===== src/rtl/tod_pkg.sv =====
package tod_pkg;

  typedef enum logic [1:0] {
    SEL_SEC  = 2'd0,
    SEL_MIN  = 2'd1,
    SEL_HR   = 2'd2,
    SEL_NONE = 2'd3
  } field_sel_e;

  // True when both nibbles are decimal digits and the value does not exceed lim.
  function automatic logic bcd_ok(input logic [7:0] v, input logic [7:0] lim);
    return (v[3:0] <= 4'd9) && (v[7:4] <= 4'd9) && (v <= lim);
  endfunction

endpackage


===== src/rtl/tod_rst_sync.sv =====
module tod_rst_sync (
  input  logic clk,
  input  logic rst_n,
  output logic rst_s_n
);
  logic stage_q, out_q;

  always_ff @(posedge clk or negedge rst_n) begin
    if (!rst_n) begin
      stage_q <= 1'b0;
      out_q   <= 1'b0;
    end else begin
      stage_q <= 1'b1;
      out_q   <= stage_q;
    end
  end

  assign rst_s_n = out_q;
endmodule


===== src/rtl/tod_tick_div.sv =====
module tod_tick_div #(
  parameter int unsigned DIV = 50_000_000
) (
  input  logic clk,
  input  logic rst_n,
  input  logic pause_i,
  output logic tick_o
);
  generate
    if (DIV <= 1) begin : g_passthru
      assign tick_o = rst_n && !pause_i;
    end else begin : g_count
      localparam int unsigned CW = $clog2(DIV);
      localparam logic [CW-1:0] LAST = CW'(DIV - 1);
      logic [CW-1:0] cnt_q, cnt_d;
      logic          at_last;

      assign at_last = (cnt_q == LAST);

      always_comb begin
        cnt_d = cnt_q;
        if (!pause_i) cnt_d = at_last ? '0 : cnt_q + 1'b1;
      end

      always_ff @(posedge clk or negedge rst_n) begin
        if (!rst_n) cnt_q <= '0;
        else        cnt_q <= cnt_d;
      end

      assign tick_o = at_last && !pause_i;

      a_r7_pause_holds: assert property (@(posedge clk) disable iff (!rst_n)
        pause_i |=> $stable(cnt_q));
      a_r2_count_bound: assert property (@(posedge clk) disable iff (!rst_n)
        cnt_q <= LAST);
    end
  endgenerate
endmodule


===== src/rtl/tod_bcd_field.sv =====
module tod_bcd_field
  import tod_pkg::*;
#(
  parameter logic [7:0] MAX_VAL = 8'h59
) (
  input  logic       clk,
  input  logic       rst_n,
  input  logic       inc_i,
  input  logic       ld_i,
  input  logic [7:0] ld_val_i,
  output logic [7:0] value_o,
  output logic       carry_o
);
  logic [7:0] val_q, val_d, val_inc;
  logic       ld_ok, at_max;

  assign ld_ok  = ld_i && bcd_ok(ld_val_i, MAX_VAL);
  assign at_max = (val_q == MAX_VAL);

  always_comb begin
    if (at_max)                val_inc = 8'h00;
    else if (val_q[3:0] == 4'd9) val_inc = {val_q[7:4] + 4'd1, 4'd0};
    else                       val_inc = {val_q[7:4], val_q[3:0] + 4'd1};
  end

  always_comb begin
    val_d = val_q;
    if (ld_ok)      val_d = ld_val_i;
    else if (inc_i) val_d = val_inc;
  end

  always_ff @(posedge clk or negedge rst_n) begin
    if (!rst_n) val_q <= 8'h00;
    else        val_q <= val_d;
  end

  assign carry_o = inc_i && at_max && !ld_ok;
  assign value_o = val_q;

  a_r3_digits_legal: assert property (@(posedge clk) disable iff (!rst_n)
    (val_q[3:0] <= 4'd9) && (val_q <= MAX_VAL));
  a_r4_carry_clears: assert property (@(posedge clk) disable iff (!rst_n)
    carry_o |=> (val_q == 8'h00));
  a_r9_bad_preset_ignored: assert property (@(posedge clk) disable iff (!rst_n)
    (ld_i && !bcd_ok(ld_val_i, MAX_VAL) && !inc_i) |=> $stable(val_q));
endmodule


===== src/rtl/bcd_tod_clock.sv =====
module bcd_tod_clock
  import tod_pkg::*;
#(
  parameter int unsigned TICKS_PER_SEC = 50_000_000
) (
  input  logic        clk,
  input  logic        rst_n,
  input  logic        pause_i,
  input  logic        preset_en_i,
  input  logic [1:0]  preset_sel_i,
  input  logic [7:0]  preset_val_i,
  output logic [23:0] time_o,
  output logic        sec_carry_o,
  output logic        min_carry_o,
  output logic        day_carry_o
);
  localparam int NFIELD = 3;
  localparam logic [7:0] LIMITS [NFIELD] = '{8'h59, 8'h59, 8'h23};

  logic rst_s_n, tick;
  logic [NFIELD-1:0] inc_vec, carry_vec, ld_vec;
  logic [7:0]        fval [NFIELD];

  tod_rst_sync u_sync (.clk(clk), .rst_n(rst_n), .rst_s_n(rst_s_n));

  tod_tick_div #(.DIV(TICKS_PER_SEC)) u_div (
    .clk(clk), .rst_n(rst_s_n), .pause_i(pause_i), .tick_o(tick)
  );

  assign inc_vec = {carry_vec[1:0], tick};

  generate
    for (genvar i = 0; i < NFIELD; i++) begin : g_field
      assign ld_vec[i] = preset_en_i && (preset_sel_i == 2'(i));
      tod_bcd_field #(.MAX_VAL(LIMITS[i])) u_fld (
        .clk(clk), .rst_n(rst_s_n), .inc_i(inc_vec[i]),
        .ld_i(ld_vec[i]), .ld_val_i(preset_val_i),
        .value_o(fval[i]), .carry_o(carry_vec[i])
      );
    end
  endgenerate

  assign time_o      = {fval[2], fval[1], fval[0]};
  assign sec_carry_o = carry_vec[0];
  assign min_carry_o = carry_vec[1];
  assign day_carry_o = carry_vec[2];

  a_r6_day_wrap: assert property (@(posedge clk) disable iff (!rst_s_n)
    day_carry_o |=> (time_o == 24'h000000));
  a_r5_min_needs_sec: assert property (@(posedge clk) disable iff (!rst_s_n)
    min_carry_o |-> sec_carry_o);
  a_r1_clear_zero: assert property (@(posedge clk)
    !rst_n |-> (time_o == 24'h0 && !sec_carry_o && !min_carry_o && !day_carry_o));
endmodule


===== config.mk =====
export PLATFORM = sky130hd
export DESIGN_NAME = bcd_tod_clock
export DESIGN_NICKNAME = d
export VERILOG_FILES = /design/src/rtl/tod_pkg.sv /design/src/rtl/tod_rst_sync.sv /design/src/rtl/tod_tick_div.sv /design/src/rtl/tod_bcd_field.sv /design/src/rtl/bcd_tod_clock.sv
export SDC_FILE = /design/constraint.sdc
export NUM_CORES = 1
export LEC_CHECK = 0
export BUFFER_PORTS_ARGS = -buffer_cell sky130_fd_sc_hd__buf_2
export CAP_MARGIN = 20
export CORE_MARGIN = 8
export CORE_UTILIZATION = 25
export CTS_CLUSTER_SIZE = 40
export DETAILED_ROUTE_END_ITERATION = 10
export GPL_ROUTABILITY_DRIVEN = 0
export HOLD_SLACK_MARGIN = 0.08
export SYNTH_ARGS = -nofsm -noshare
export SYNTH_HDL_FRONTEND = slang
export SYNTH_SLANG_ARGS = --single-unit

===== constraint.sdc =====
create_clock -name clk -period 2.3 [get_ports clk]
set_input_delay 0.23 -clock clk [delete_from_list [all_inputs] [get_ports clk]]
set_output_delay 0.23 -clock clk [all_outputs]
set_load 0.05 [all_outputs]

* After elaboration in Yosys (flattened, before gate mapping) *
Cells that the tools add are included.
Widths: inputs -> output; s select.

cells by class
  equal/unequal tests = 9
  muxes and demuxes = 13
  shifts and indexed selects = 0
  reductions and logical operators = 30
  div/mod/pow operators = 0
  bitwise logic cells = 0
  multiply operators = 0
  add/subtract/negate cells = 7
  order comparisons = 4

operators by type and width
  operator               count
  $mux 8                 12
  $add 26x1->26 const B  1
  $eq 26x26->1 const B   1
  $mux 26                1
  $add 4x1->4 const B    6
  $eq 8x7->1 const B     2
  $logic_and 1x1->1      16
  $eq 4x4->1 const B     3
  $reduce_bool 3->1      3
  $eq 8x6->1 const B     1
  $le 4x4->1 const B     2
  $le 8x6->1 const B     1
  $le 8x7->1 const B     1
  $reduce_and 2->1       3
  $reduce_bool 2->1      3
  $logic_not 1->1        4
  $eq 2x1->1 const B     1
  $eq 2x2->1 const B     1
  $logic_not 2->1        1

word-level totals
  memory bits (writable) = 0
  input port bits = 14
  word-level logic and storage cells = 72
  register bits after elaboration = 52
  memory bits (read-only) = 0
  memories = 0
  bits in latches = 0
  output and inout port bits = 27

* Logic depth before layout (Yosys ltp) *
Gate-level depths: netlist of run 1.

  depth after elaboration = 10
  mapped depth = 9
  mapped depth without buffers = 8

* Cells and area by module *
Synthesis of run 1 repeated with hierarchy kept, for this count alone.

second synthesis, totals
  cell total of the unflattened synthesis = 342
  area, all modules = 3180.6 um^2

modules (own cells, without submodules)
  module                                 seq. area each (um^2)  area an instance (um^2)  instances  cells an instance
  tod_tick_div                           650.6                  1480.2                   1          148
  tod_bcd_field at g_field[0].u_fld ...  200.2                  516.7                    2          62
  tod_bcd_field at g_field[2].u_fld      200.2                  583.1                    1          64
  tod_rst_sync                           50.0                   53.8                     1          3
  bcd_tod_clock                          0.0                    30.0                     1          3

* Worst setup path after synthesis of run 1 *
OpenSTA, ideal clock, no wires.

  path type = register to output
  start point = register g_field[0].u_fld.val_q[0]
  end point = output port day_carry_o
  path slack = -1027 ps
  buffers on the path = 2
  data required time = 2070 ps
  arrival time = 3097 ps
  cell stages (with the launch flop) = 9
  cells stage by stage = dfrtp_1 ha_1 and3b_1 clkbuf_1 nor2b_1 nand4_4 buf_6 nor2_1 and3_1

between the ends
  cells in the longest elaborated chain, start to end = 7

ends and longest elaborated chain
  what                             RTL line             RTL
  start, declared                  tod_bcd_field.sv:14  logic [7:0] val_q, val_d, val_inc;
  start signal, assigned           tod_bcd_field.sv:34  else val_q <= val_d;
  $eq 8x7->1                       tod_bcd_field.sv:18  assign at_max = (val_q == MAX_VAL);
  $logic_and 1x1->1 (4 in series)  tod_bcd_field.sv:37  assign carry_o = inc_i && at_max && !ld_ok;
  via min_carry_o                  bcd_tod_clock.sv:14  output logic min_carry_o,
  $logic_and 1x1->1 (2 in series)  tod_bcd_field.sv:37
  end, declared                    bcd_tod_clock.sv:15  output logic day_carry_o

The timed path passes the listed nets, and every way through them passes these cells.

* Worst setup path after layout of run 1 *
  start point = register u_div.g_count.cnt_q[0]
  end point = output port day_carry_o

between the ends
  cells in the longest elaborated chain, start to end = 8

ends and longest elaborated chain
  what                             RTL line             RTL
  start, declared                  tod_tick_div.sv:15   logic [CW-1:0] cnt_q, cnt_d;
  start signal, assigned           tod_tick_div.sv:27   else cnt_q <= cnt_d;
  $eq 26x26->1                     tod_tick_div.sv:18   assign at_last = (cnt_q == LAST);
  $logic_and 1x1->1                tod_tick_div.sv:30   assign tick_o = at_last && !pause_i;
  $logic_and 1x1->1 (6 in series)  tod_bcd_field.sv:37

Every way passes these cells.

==> results of run 1 <==
-- cell families after synthesis --
logic type                 after synthesis  share of synthesized area
muxes                                    8                     0.0264
xor gates and xnor gates                24                     0.0672
adders and majority gates               13                     0.0520
buffers and inverters                   29                     0.0404
AOI/OAI and AO/OA                       52                      0.113
other                                    1                    0.00120
and+or+nand+nor                        153                      0.284
DFF                                     52                      0.416
-- worst paths after layout --
| path | startpoint | cells past startpoint | end |
|---|---|---|---|
| worst max-delay path | u_div.g_count.cnt_q[0] | 7 | day_carry_o |
| worst min-delay path | preset_val_i[0] | 3 | g_field[1].u_fld.value_o[0] |
| worst max register to register | u_div.g_count.cnt_q[0] | 7 | g_field[2].u_fld.value_o[5] |
| worst min register to register | u_sync.rst_s_n | 0 | u_div.g_count.cnt_q[9] |
| max in group asynchronous | u_sync.rst_s_n | 1 | u_div.g_count.cnt_q[20] |
| min in group asynchronous | rst_n | 2 | u_sync.stage_q |
-- repair_timing --
action	in CTS	in global routing
buffers inserted	5	3
cloned	0	0
endpoints found under the hold margin	2	0
hold buffers	1	0
resized for setup	5	4
endpoints found under the setup margin	3	9
pin swaps	2	7
-- state kept, by name (all words and copies together) (netlist names) --
name	cells
u_sync.stage_q	1
g_field.u_fld.value_o	24
u_div.g_count.cnt_q	26
u_sync.rst_s_n	1
-- power breakdown --
| part | internal, W | total, W | switching, W |
|---|---|---|---|
| Combinational | 0.000302 | 0.000887 | 0.000586 |
| Clock | 0.000404 | 0.000747 | 0.000343 |
| Sequential | 0.00106 | 0.00126 | 0.000197 |
-- stage by stage --
step	instance area [um^2]	power, W	hold WS [ns]	setup slack [ns]
finish	3880	0.00289	0.204	0.0151
global route	3880	0.00305	0.223	-0.108
CTS	3840	0.00289	0.204	-0.00929
detailed placement	3640	0.00213	0.0167	0.0551
global placement	3640	0.00211	0.0164	0.138
floorplan	3180	0.00188	-0.0656	-0.0199
-- Yosys cell counts, types with 2 or more instances --
| cell | count |
|---|---|
| mux2_2 | 2 |
| dfrtp_1 | 52 |
| and3_1 | 7 |
| nand2b_1 | 6 |
| o31ai_1 | 4 |
| and3b_1 | 2 |
| a21oi_1 | 4 |
| o22ai_1 | 2 |
| buf_6 | 2 |
| ha_1 | 13 |
| o211ai_1 | 2 |
| nand4b_1 | 3 |
| nand4_1 | 12 |
| o311ai_0 | 2 |
| clkbuf_1 | 8 |
| xor2_1 | 13 |
| a31oi_1 | 12 |
| nand3b_1 | 5 |
| nand2_1 | 25 |
| or3_1 | 2 |
| nor4b_1 | 2 |
| nand3_1 | 16 |
| nor3b_1 | 3 |
| and4_1 | 5 |
| nor2_1 | 38 |
| inv_1 | 15 |
| o21ai_0 | 12 |
| buf_2 | 2 |
| o41ai_1 | 2 |
| mux2i_1 | 6 |
| nor4b_4 | 2 |
| nor4_1 | 5 |
| nor2b_1 | 3 |
| a2bb2oi_1 | 3 |
| and2_1 | 2 |
| xnor2_1 | 11 |
| or4_1 | 5 |
| nor3_1 | 4 |
-- worst register-to-register path, cell delays in order (launching register included) --
cell      delay, ns
dfrtp_1        0.39
ha_4           0.16
nand3b_1       0.13
nor4b_4        0.38
nand4_4        0.23
buf_4          0.20
or4_1          0.49
a31oi_1        0.19
-- per-layer routing --
metal | routed length, um | global-route usage | vias to the layer above
li1 | - | - | 1323
met1 | 3680 | 0.126 | 1319
met2 | 3930 | 0.166 | 45
met3 | 328 | 0.0270 | 11
met4 | 89 | 0.0217 | 0
met5 | 0 | 0 | -
-- final cells by class --
class	instances	area (um^2)	share of cell area
Inverter	16	60.1	0.0155
Timing Repair Buffer	65	407	0.105
Tap cell	172	215	0.0554
Sequential cell	52	1310	0.338
Clock inverter	1	5.00	0.00129
Clock buffer	7	133	0.0341
Multi-Input combinational cell	251	1750	0.451
-- cell usage in the layout (no fill, tap or decap), types with 4 or more instances in the layout --
master / netlist / layout
nor2_1: 38 / 37
a21oi_1: 4 / 4
or4_1: 5 / 5
nand2b_1: 6 / 6
nor4_1: 5 / 5
a31oi_1: 12 / 12
buf_2: 2 / 38
and4_1: 5 / 5
mux2i_1: 6 / 6
clkbuf_16: 0 / 5
xnor2_1: 11 / 11
nand3b_1: 5 / 5
dfrtp_1: 52 / 43
and3_1: 7 / 6
ha_1: 13 / 11
nand4_1: 12 / 12
nand2_1: 25 / 25
o21ai_0: 12 / 12
nand3_1: 16 / 16
o31ai_1: 4 / 4
nor3_1: 4 / 4
xor2_1: 13 / 13
buf_4: 0 / 24
inv_1: 15 / 14
dfrtp_2: 0 / 9
==> run_results.csv, run 1 <==
group,metric,value,unit
run_status,status,"finished clean",
final_layout,fin_nets,418,
die,fp-row-count,41,
synthesis,synth_nets,359,
final_layout,syn_to_final_growth,24.2,%
global_routing,grtUsageTotal,0.0996,
setup_path,path_max_fanout,5,
timing,period_share,0.993,
synthesis,syn_inst,332,
routing,vias,2698,
placed_design,io_buffers,40,
synthesis,ys_top_cells_by_area,"dfrtp_1, ha_1, nor2_1, xor2_1, xnor2_1",
setup_path,crit_path_start_kind,"register",
clock_network,ctsHtreeMaxLevel,2,
synthesis,synth_edf_count,0,
clock_network,root_buffer,"clkbuf_16",
routing,routedWlPerCell,14.2,um
global_routing,grt_first_pass_wirelength,13400,um
final_layout,drive_gt1_frac,0.247,
flow_run,drv_cap,0,
clock_network,clk_latency,0.30,ns
synthesis,ys_seq_area_frac,0.416,
final_layout,num_antenna_cells,0,
timing,min_period,2.28,ns
setup_path,slowest_delay,0.39,ns
die,die_width,128,um
die,die_h,128,um
timing,slew_viol_final,0,
die,initial_core_util,0.252,
die,die-area,16300,um^2
global_routing,grt_max_degree,27,
timing,clock.fmax,0.438,GHz
setup_path,crit_slowest_cell,"dfrtp_1",
setup_path,cp.required,2.07,ns
synthesis,synth-warning-count,0,
final_layout,instances_no_fill,564,
routing,routed_wl,8030,um
synthesis,ys_types,56,
routing,ant_nets,0,
synthesis,ys_ff_latch,52,
clock_network,cts_sinks,52,
clock_network,cts_tree,"built",
timing,setup_violations,0,
placed_design,dp_hpwl,6020,um
routing,viasPerCell,4.78,
placed_design,dpl.cell_count,547,
die,io_pins,41,
timing,fin_skew,0.00839,ns
setup_path,r2r_slack,0.06,ns
final_layout,fillCellCount,1299,
timing,rsz0062_at_grt,"yes",
timing,fin_tns_setup,0,ns
global_routing,grt.overflow.total,0,
setup_path,crit_family,"simple AND/OR/NAND/NOR gates",
pwr,p_leak,1.66,nW
routing,drt_iter0_drc,203,
clock_network,cts_buffer_depth,2,
clock_network,cts_made_buffers,5,
synthesis,synth_largest_area_cell,"dfrtp_1",
setup_path,critical_path.cell_chain,"ha_4, nand3b_1, nor4b_4, nand4_4, nor2_4, and3_4, buf_8",
timing,final_hold_viol_count,0,
setup_path,crit_type,"register to output port",
routing,drc_errors,0,
final_layout,fin_util,0.313,
global_routing,grt_pass1_vias,2699,
setup_path,crit_path_end_kind,"output port",
routing,drtPass1Iterations,4,
timing,max_slew_margin,0.598,
synthesis,synth-async-reset-ratio,1.00,
synthesis,syn-cell-area,3130,um^2
worst_hold_path,holdCritPathClass,"input port to register",
pwr,p_per_area,744,nW/um^2
clock_network,path_clk_slew,0.07,ns
synthesis,yosys_most_used_dff,"dfrtp_1",
synthesis,synth_area_per_cell,9.42,um^2
pwr,vdd_drop_max,0.000251,V
synthesis,synth_top_area_frac,0.416,
timing,worst_pin_slew,0.603,ns
die,core-area,12400,um^2
setup_path,cp_num_buf_inv,1,
global_routing,grt_antenna_before_repair,0,
setup_path,crit_arrival,2.05,ns
Power figures use the tool's default switching activity.
==> inputs of run 2 (changes only) <==
Settings changed: RECOVER_POWER from default to 100.
==> run 2 against run 1 <==
Net effect:
- combinational power about the same
- non-clock buffer count stayed put
- die area did not move
- wire length hardly changed
- maximum frequency about the same
- critical path depth stayed put
- global-route usage unchanged
- sequential power barely moved
- via count unchanged
- utilization about the same
- critical path type unchanged
- cell count did not move
- sequential share of layout area barely moved
==> run_results.csv, run 2 (same netlist as run 1, synthesis figures left out) <==
group,metric,value,unit
placed_design,dpl_worst_slack,0.0551,ns
pwr,p_leak,1.66,nW
routing,ant_nets,0,
timing,fin_ws,0.0150,ns
timing,final_hold_viol_count,0,
global_routing,grt_max_degree,27,
global_routing,grtUsageTotal,0.0996,
placed_design,dp_hpwl,6020,um
setup_path,regToRegEndpoint,"g_field[2].u_fld.value_o[5]",
die,io_pins,41,
clock_network,cts_made_buffers,5,
clock_network,cts_tree,"built",
final_layout,largest-register,"u_div.g_count.cnt_q",
global_routing,grt_first_pass_wirelength,13400,um
timing,min_period,2.28,ns
die,die_h,128,um
die,fp-row-count,41,
final_layout,largest_reg_flops,26,
global_routing,grt_antenna_before_repair,0,
routing,routed_wl,8030,um
setup_path,crit_slowest_cell,"dfrtp_1",
global_routing,grt.overflow.total,0,
worst_hold_path,holdCritPathClass,"input port to register",
routing,vias,2698,
setup_path,slowest_delay,0.39,ns
pwr,vdd_drop_max,0.000251,V
clock_network,cts_buffer_depth,2,
setup_path,crit_path_end_kind,"output port",
setup_path,crit_arrival,2.05,ns
global_routing,grt_pass1_vias,2699,
die,core-area,12400,um^2
clock_network,path_clk_slew,0.07,ns
final_layout,num_antenna_cells,0,
final_layout,drive_gt1_frac,0.245,
setup_path,cp.required,2.07,ns
setup_path,crit_type,"register to output port",
timing,rsz0062_at_grt,"yes",
timing,max_slew_margin,0.598,
final_layout,syn_to_final_growth,24.1,%
final_layout,final_common_cell,"dfrtp_1",
clock_network,root_buffer,"clkbuf_16",
routing,drc_errors,0,
flow_run,drv_cap,0,
placed_design,post_dp_cell_area,3640,um^2
die,die_width,128,um
clock_network,cts_sinks,52,
timing,slew_viol_final,0,
routing,routedWlPerCell,14.2,um
die,die-area,16300,um^2
setup_path,ff2ff_path_depth,7,
run_status,status,"finished clean",
timing,period_share,0.993,
setup_path,path_max_fanout,5,
die,initial_core_util,0.252,
setup_path,critical_path.cell_chain,"ha_4, nand3b_1, nor4b_4, nand4_4, nor2_4, and3_4, buf_8",
routing,viasPerCell,4.78,
timing,setup_violations,0,
final_layout,final_cell_mix,"dfrtp_1, nor2_1, buf_2, nand2_1, buf_4",
clock_network,ctsHtreeMaxLevel,2,
routing,drt_iter0_drc,203,
setup_path,r2r_start,"u_div.g_count.cnt_q[0]",
timing,clock.fmax,0.438,GHz
setup_path,r2r_slack,0.06,ns
setup_path,crit_start,"u_div.g_count.cnt_q[0]",
setup_path,critPathCapture,"day_carry_o",
final_layout,final_area,3880,um^2
final_layout,fin_nets,418,
timing,worst_pin_slew,0.603,ns
routing,drtPass1Iterations,4,
setup_path,crit_path_start_kind,"register",
timing,fin_skew,0.00838,ns
pwr,p_per_area,745,nW/um^2
placed_design,io_buffers,40,
clock_network,clk_latency,0.30,ns
==> run 2: changes by cell type in the layout (fill, tap and decap cells not counted) <==
cell,change
buf_2,-1
clkbuf_1,+1
==> run 2: report_power, final <==
group          total [W]  internal, W  switching, W
registers        0.00126      0.00106      0.000197
logic           0.000887     0.000301      0.000586
clock network   0.000747     0.000404      0.000343
total            0.00289      0.00177       0.00113
==> run 2: final cells by class <==
type / instances / area [um^2]
fill: 1300 / 8530
multi-input combinational: 251 / 1750
sequential: 52 / 1310
timing repair buffer: 65 / 405
tap: 172 / 215
clock buffer: 7 / 133
inverter: 16 / 60.1
clock inverter: 1 / 5.00
==> run 2: layer usage <==
metal  routed length [um]  GRT usage
met2                 3930      0.166
met3                  328     0.0270
met1                 3680      0.126
met4                   89     0.0217
met5                    0          0
==> run 2: worst max-delay path: cells and delay by family, from the launching register on <==
family / cells / cell delay, ns
fa+ha+maj: 1 / 0.16
buf+inv: 1 / 0.14
flops: 1 / 0.39
simple gates: 5 / 1.07
==> run 2: worst min-delay path by stage <==
| stage | from | endpoint | slack [ns] | cells after the start |
|---|---|---|---|---|
| floorplan | rst_n | u_sync.rst_s_n | -0.07 | 0 |
| global placement | rst_n | u_sync.stage_q | 0.02 | 1 |
| detailed placement | rst_n | u_sync.stage_q | 0.02 | 1 |
| CTS | preset_val_i[0] | g_field[1].u_fld.value_o[0] | 0.20 | 3 |
| global route | preset_val_i[0] | g_field[1].u_fld.value_o[0] | 0.22 | 3 |
| finish | preset_val_i[0] | g_field[1].u_fld.value_o[0] | 0.20 | 3 |
==> run 2: timing repair <==
item | in CTS | in global routing
endpoints found under the hold margin | 2 | 0
gates resized for setup | 5 | 4
setup endpoints to repair | 3 | 9
hold buffers | 1 | 0
pin swaps | 2 | 7
buffers inserted | 5 | 3
==> run 2: stage by stage <==
stage | setup TNS, ns | hold WS, ns | util | std cells | total power, W
CTS | -0.00929 | 0.204 | 0.309 | 561 | 0.00289
global route | -0.415 | 0.223 | 0.313 | 564 | 0.00305
finish | 0 | 0.204 | 0.313 | 564 | 0.00289
floorplan | -0.0199 | -0.0656 | - | 332 | 0.00188
global placement | 0 | 0.0164 | 0.293 | 547 | 0.00211
detailed placement | 0 | 0.0167 | 0.293 | 547 | 0.00213
